$ cat config.mk
export PLATFORM = sky130hd
export DESIGN_NAME = spi_fifo_irq_unit
export DESIGN_NICKNAME = d
export VERILOG_FILES = /design/src/rtl/fiq_pkg.sv /design/src/rtl/fiq_cfg_regs.sv /design/src/rtl/fiq_rx_idle.sv /design/src/rtl/fiq_sticky.sv /design/src/rtl/spi_fifo_irq_unit.sv
export SDC_FILE = /design/constraint.sdc
export NUM_CORES = 1
export LEC_CHECK = 0
export BUFFER_PORTS_ARGS = -buffer_cell sky130_fd_sc_hd__clkbuf_2
export CORE_MARGIN = 2
export CORE_UTILIZATION = 55
export CTS_BUF_LIST = sky130_fd_sc_hd__clkbuf_16
export CTS_CLUSTER_DIAMETER = 100
export DETAILED_ROUTE_END_ITERATION = 6
export PLACE_DENSITY = 0.89
export SYNTH_ARGS = -nofsm -noshare
export SYNTH_HDL_FRONTEND = slang
export SYNTH_SLANG_ARGS = --single-unit
$ cat constraint.sdc
create_clock -name clk -period 3.2 [get_ports clk]
set_input_delay 0.64 -clock clk [delete_from_list [all_inputs] [get_ports clk]]
set_output_delay 0.64 -clock clk [all_outputs]
set_load 0.005 [all_outputs]
$ cat src/rtl/fiq_pkg.sv
package fiq_pkg;

  typedef enum logic [2:0] {
    ADR_FCTL  = 3'd0,
    ADR_MASK  = 3'd1,
    ADR_IDLE  = 3'd2,
    ADR_STAT  = 3'd3,
    ADR_RAW   = 3'd4,
    ADR_MSKD  = 3'd5,
    ADR_CLR   = 3'd6,
    ADR_SPARE = 3'd7
  } reg_sel_e;

  localparam int SRC_OVF  = 0;
  localparam int SRC_IDLE = 1;
  localparam int SRC_RXLV = 2;
  localparam int SRC_TXLV = 3;
  localparam int NSRC     = 4;
  localparam int NSTAT    = 5;
  localparam int NSTICKY  = 2;

  // Threshold code to entry count: 0 -> 1, k -> 2^(k+1), codes above 6 saturate.
  function automatic logic [7:0] thr_of(input logic [2:0] code);
    logic [7:0] v;
    if (code == 3'd0)       v = 8'd1;
    else if (code >= 3'd6)  v = 8'd128;
    else                    v = 8'd1 << (code + 3'd1);
    return v;
  endfunction

endpackage

$ cat src/rtl/fiq_cfg_regs.sv
module fiq_cfg_regs #(
  parameter int DW     = 16,
  parameter int TO_RST = 64
) (
  input  logic          clk,
  input  logic          rst_n,
  input  logic          wr,
  input  logic [2:0]    addr,
  input  logic [DW-1:0] wdata,
  output logic [2:0]    tx_code,
  output logic [2:0]    rx_code,
  output logic [3:0]    mask,
  output logic [DW-1:0] idle_lim
);
  import fiq_pkg::*;

  logic [2:0]    tx_code_d, rx_code_d;
  logic [3:0]    mask_d;
  logic [DW-1:0] idle_lim_d;

  always_comb begin
    tx_code_d  = tx_code;
    rx_code_d  = rx_code;
    mask_d     = mask;
    idle_lim_d = idle_lim;
    if (wr) begin
      case (addr)
        ADR_FCTL: begin
          tx_code_d = wdata[5:3];
          rx_code_d = wdata[11:9];
        end
        ADR_MASK: mask_d     = wdata[3:0];
        ADR_IDLE: idle_lim_d = wdata;
        default: ;
      endcase
    end
  end

  always_ff @(posedge clk or negedge rst_n) begin
    if (!rst_n) begin
      tx_code  <= 3'd0;
      rx_code  <= 3'd0;
      mask     <= 4'hF;
      idle_lim <= DW'(TO_RST);
    end else if (wr) begin
      tx_code  <= tx_code_d;
      rx_code  <= rx_code_d;
      mask     <= mask_d;
      idle_lim <= idle_lim_d;
    end
  end

endmodule

$ cat src/rtl/fiq_rx_idle.sv
module fiq_rx_idle #(
  parameter int LVL_W = 9,
  parameter int CW    = 16
) (
  input  logic             clk,
  input  logic             rst_n,
  input  logic [LVL_W-1:0] rx_level,
  input  logic [LVL_W-1:0] rx_thr,
  input  logic             rx_push,
  input  logic             rx_pop,
  input  logic [CW-1:0]    limit,
  output logic             fire
);
  logic [CW-1:0] cnt_q, cnt_d;
  logic          qual, cnt_en;

  assign qual = (rx_level != '0) && (rx_level < rx_thr) && !rx_push && !rx_pop;

  always_comb begin
    if (!qual)               cnt_d = '0;
    else if (cnt_q != limit) cnt_d = cnt_q + CW'(1);
    else                     cnt_d = cnt_q;
  end

  assign cnt_en = (cnt_d != cnt_q);
  assign fire   = qual && (limit != '0) && (cnt_q == limit - CW'(1));

  always_ff @(posedge clk or negedge rst_n) begin
    if (!rst_n)      cnt_q <= '0;
    else if (cnt_en) cnt_q <= cnt_d;
  end

endmodule

$ cat src/rtl/fiq_sticky.sv
module fiq_sticky #(
  parameter int N = 2
) (
  input  logic         clk,
  input  logic         rst_n,
  input  logic [N-1:0] set,
  input  logic [N-1:0] clr,
  output logic [N-1:0] q
);
  for (genvar g = 0; g < N; g++) begin : g_bit
    logic d, en;
    assign d  = set[g] | (q[g] & ~clr[g]);
    assign en = (d != q[g]);
    always_ff @(posedge clk or negedge rst_n) begin
      if (!rst_n)  q[g] <= 1'b0;
      else if (en) q[g] <= d;
    end
  end

endmodule

$ cat src/rtl/spi_fifo_irq_unit.sv
module spi_fifo_irq_unit #(
  parameter int DEPTH  = 256,
  parameter int DW     = 16,
  parameter int TO_RST = 64,
  localparam int LVL_W = $clog2(DEPTH + 1)
) (
  input  logic             clk,
  input  logic             rst_n,
  input  logic [LVL_W-1:0] tx_level,
  input  logic [LVL_W-1:0] rx_level,
  input  logic             rx_push,
  input  logic             rx_pop,
  input  logic             shift_busy,
  input  logic             reg_wr,
  input  logic [2:0]       reg_addr,
  input  logic [DW-1:0]    reg_wdata,
  output logic [DW-1:0]    reg_rdata,
  output logic             irq
);
  import fiq_pkg::*;

  localparam logic [LVL_W-1:0] FULL = LVL_W'(DEPTH);

  logic [2:0]         tx_code, rx_code;
  logic [3:0]         irq_mask;
  logic [DW-1:0]      idle_lim;
  logic [LVL_W-1:0]   tx_thr, rx_thr;
  logic               idle_fire;
  logic [NSTICKY-1:0] stk_set, stk_clr, stk_q;
  logic [NSRC-1:0]    raw_st, msk_st;
  logic [NSTAT-1:0]   stat;

  fiq_cfg_regs #(.DW(DW), .TO_RST(TO_RST)) u_cfg (
    .clk      (clk),
    .rst_n    (rst_n),
    .wr       (reg_wr),
    .addr     (reg_addr),
    .wdata    (reg_wdata),
    .tx_code  (tx_code),
    .rx_code  (rx_code),
    .mask     (irq_mask),
    .idle_lim (idle_lim)
  );

  assign tx_thr = LVL_W'(thr_of(tx_code));
  assign rx_thr = LVL_W'(thr_of(rx_code));

  fiq_rx_idle #(.LVL_W(LVL_W), .CW(DW)) u_idle (
    .clk      (clk),
    .rst_n    (rst_n),
    .rx_level (rx_level),
    .rx_thr   (rx_thr),
    .rx_push  (rx_push),
    .rx_pop   (rx_pop),
    .limit    (idle_lim),
    .fire     (idle_fire)
  );

  assign stk_set[SRC_OVF]  = rx_push && (rx_level == FULL);
  assign stk_set[SRC_IDLE] = idle_fire;
  assign stk_clr = (reg_wr && reg_addr == ADR_CLR) ? reg_wdata[NSTICKY-1:0] : '0;

  fiq_sticky #(.N(NSTICKY)) u_stk (
    .clk   (clk),
    .rst_n (rst_n),
    .set   (stk_set),
    .clr   (stk_clr),
    .q     (stk_q)
  );

  assign raw_st[SRC_OVF]  = stk_q[SRC_OVF];
  assign raw_st[SRC_IDLE] = stk_q[SRC_IDLE];
  assign raw_st[SRC_RXLV] = (rx_level >= rx_thr);
  assign raw_st[SRC_TXLV] = (tx_level <= tx_thr);
  assign msk_st = raw_st & ~irq_mask;
  assign irq    = |msk_st;

  assign stat[0] = (tx_level == '0);
  assign stat[1] = (tx_level < FULL);
  assign stat[2] = (rx_level != '0);
  assign stat[3] = (rx_level == FULL);
  assign stat[4] = shift_busy;

  always_comb begin
    reg_rdata = '0;
    case (reg_addr)
      ADR_FCTL: begin
        reg_rdata[5:3]  = tx_code;
        reg_rdata[11:9] = rx_code;
      end
      ADR_MASK: reg_rdata[3:0]       = irq_mask;
      ADR_IDLE: reg_rdata            = idle_lim;
      ADR_STAT: reg_rdata[NSTAT-1:0] = stat;
      ADR_RAW:  reg_rdata[NSRC-1:0]  = raw_st;
      ADR_MSKD: reg_rdata[NSRC-1:0]  = msk_st;
      default:  reg_rdata            = '0;
    endcase
  end

endmodule

==> flow_summary.toml <==
[die]
core-area_um2 = 5960
placementRows = 28
die_area_um2 = 6840
die_height_um = 82.7
die_w_um = 82.7
initial_core_util_pct = 57.2
ioPinCount = 60

[sta]
worst_pin_slew_ns = 1.12
finalHoldViolations = 0
post-route-period-util_pct = 97.9
finalSetupViolCount = 0
rsz0062_at_grt = "no"
fmax_mhz = 319
slew_violations = 0
relSlewSlack_pct = 25.3
fin_setup_tns_ns = 0
period_needed_ns = 3.13
fin_worst_skew_ns = 0.00459

[critical_path]
path_cells = "buf_4 -> nand3b_1 -> ha_1 -> and3_4 -> nand3_1 -> and3b_1 -> o21ai_2 -> a222oi_1 -> o31ai_1 -> buf_2"
reg2reg_slack_ns = 0.66
critical-path-top-delay-family = "simple AND/OR/NAND/NOR gates"
critical_path.max_fanout = 4
critPathCaptureType = "primary output"
worstPathArrival_ns = 2.49
critPathKind = "reg -> out"
r2r-end = "u_idle.cnt_q[8]"
crit_slowest_cell = "dfrtp_2"
path_buf_inv = 2
cp-start-kind = "flop"
max_stage_delay_ns = 0.42
crit_required_ns = 2.56
reg2regPathDepth = 8
r2r-start = "u_cfg.rx_code[1]"

[logic_synthesis]
ys_seq_area_share_pct = 32.5
async_flop_share_pct = 100
syn_avg_cell_area_um2 = 9.11
synth_cell_types = 58
ys_ff_latch = 44
synthFlopType = "dfrtp_1"
ys_warn_count = 0
synth_area_um2 = 3410
synth-edff-count = 0
synth_cells = 374

[global_routing]
grt_pass1_vias = 2815
grt_max_degree = 45
antenna_found_initial = 0
grt_remaining_overflow = 0
grt.total_usage_pct = 24.2
grt_pass1_wl_um = 12700

[cts]
clk_pin_slew_ns = 0.06
clock_sinks = 44
clock_latency_ns = 0.29
cts_tree = "done"
cts_htree_levels = 2
clk_path_buf_depth = 2
cts-root-buf = "clkbuf_16"
numCtsBuffers = 5
hold_buffers = 0

[routing]
drtIter0Drc = 182
drcViolationCount = 0
wire_per_inst_um = 16.6
viasPerCell = 6.08
totalWireLength_um = 8320
vias = 3045
antenna_left = 0
dr.pass1.iters = 4

[cells_and_area]
utilization_pct = 66.6
drive_gt1_share_pct = 29.1
final_cell_area_um2 = 3960
design.final.nets = 486
antenna_cells = 0
syn2layout_area_growth_pct = 16.3

[power_and_ir_drop]
p_sw_share_pct = 32.7
p_sw_w = 0.000626
combPwrFrac_pct = 29.9
intPower_w = 0.00129
power.density_nw_per_um2 = 483
power_leakage_nw = 1.75
vdd.ir_drop.worst_uv = 250
clkPwrFrac_pct = 29.9
power_frac_seq_pct = 40.2

[placed_design]
place_area_um2 = 3720
port_buffers = 59
dp.final_hpwl_um = 6240
gp_congestion = 0.946

[outcome]
status = "finished clean"

[job]
maxCapViolations = 0

[hold_path]
worstHoldStart = "u_cfg.mask[0]"
holdPathEnd = "u_cfg.mask[0]"
holdPathStages = 2
hp-class = "reg -> reg"
==> tightest hold or removal path: stages, from the launching register on <==
cell and delay, ns:
dfstp_2 0.37, inv_1 0.07, o21ai_0 0.08
==> synthesized netlist by cell type (2+ instances only) <==
cell type   n  share of area, %
a211oi_1    2              0.44
a21o_1      3              0.66
a21oi_1    10               1.5
a31oi_1     4              0.73
a32oi_1     2              0.51
and3_1     16               2.9
and4_1      3              0.77
clkbuf_1   19               2.1
dfrtp_1    39                29
dfstp_2     5               3.9
ha_1       18               6.6
inv_1      12               1.3
mux2_2     20               6.6
mux2i_1     9               2.6
nand2_1    22               2.4
nand3_1     7               1.0
nand3b_1    6               1.3
nand4_1    11               2.0
nand4b_1    3              0.77
nor2_1     39               4.3
nor2b_1     3              0.55
nor3_1      5              0.73
nor4_1      8               1.5
nor4bb_1    2              0.59
o2111ai_1   5               1.3
o211ai_1    8               1.8
o21a_1      3              0.66
o21ai_0    15               2.2
o31ai_1     2              0.44
or3_1       2              0.37
or3_2       2              0.44
or3b_2      4               1.0
xnor2_1    16               4.1
xor2_1     25               6.4
==> power groups by stage <==
stage | Clock [W] | Sequential (W) | Combinational (W)
2_1_floorplan | 0 | 0.000714 | 0.000423
3_3_place_gp | 0 | 0.000770 | 0.000501
3_5_place_dp | 0 | 0.000774 | 0.000524
4_1_cts | 0.000577 | 0.000762 | 0.000552
5_1_grt | 0.000596 | 0.000781 | 0.000633
6_report | 0.000572 | 0.000769 | 0.000573
==> cell usage in the layout, fill, tap and decap left out, types with 6 or more instances in the layout <==
master    synthesis  layout
nand4_1          11      11
clkbuf_2          0      58
nand3_1           7       7
ha_1             18      17
dfrtp_2           0       6
o21ai_0          15      13
xnor2_1          16      16
nand2_1          22      22
nand3b_1          6       6
buf_4             1       7
dfrtp_1          39      33
a21oi_1          10       9
and3_1           16      15
nor2_1           39      39
nor4_1            8       8
inv_1            12      13
o211ai_1          8       8
xor2_1           25      25
mux2_2           20      20
mux2i_1           9       9
==> logic make-up (layout without fill, tap and decap cells) <==
logic type | after synthesis | count (layout) | share of synthesized area [%]
flops | 44 | 44 | 32.5
compound gates | 61 | 61 | 12.0
buf+inv | 35 | 86 | 4.22
simple gates | 144 | 144 | 24.1
mux | 30 | 30 | 9.92
other cells | 1 | 2 | 0.110
xor+xnor | 41 | 41 | 10.5
fa+ha+maj | 18 | 18 | 6.61
==> flip-flops by register name, summed over array words and instances, names as in the netlist <==
register,count
u_cfg.tx_code,3
u_idle.cnt_q,16
u_stk.q,2
u_cfg.idle_lim,16
u_cfg.rx_code,3
u_cfg.mask,4
==> layout make-up <==
class | count | area [um^2]
Sequential cell | 44 | 1110
Multi-Input combinational cell | 296 | 2200
Tap cell | 75 | 93.8
Fill cell | 472 | 1990
Timing Repair Buffer | 66 | 348
Clock buffer | 5 | 125
Clock inverter | 3 | 38.8
Inverter | 12 | 45.0
==> stage by stage <==
stage               setup slack [ns]  total power, W  std cells  hold slack (ns)
floorplan                      0.438         0.00114        375            0.344
global placement               0.268         0.00127        489            0.498
detailed placement             0.180         0.00130        489            0.506
CTS                          0.00763         0.00189        501            0.518
global route                 0.00763         0.00201        501            0.530
finish                        0.0676         0.00191        501            0.524
==> what timing repair did <==
| action | in CTS | in global routing |
|---|---|---|
| setup buffers | 4 | 0 |
| endpoints found under the setup margin | 2 | 2 |
| cloned | 0 | 0 |
| pin swaps | 2 | 4 |
| resized for setup | 6 | 11 |
==> metal layers <==
metal	global-route usage (%)	wire (um)
met1	28.8	3630
met2	45.9	4280
met4	5.25	69
met5	0	0
met3	3.59	340
==> how the worst max path moves through the flow <==
stage,startpoint,endpoint,slack (ns),depth (start not counted)
5_1_grt,u_cfg.tx_code[1],reg_rdata[3],0.008,8
6_report,u_cfg.rx_code[2],irq,0.07,10
4_1_cts,u_cfg.rx_code[1],irq,0.008,9
3_5_place_dp,u_cfg.rx_code[1],irq,0.18,9
3_3_place_gp,u_cfg.rx_code[1],irq,0.27,9
2_1_floorplan,u_cfg.rx_code[1],irq,0.44,9
Note: power is estimated with default switching activity, not from simulation.
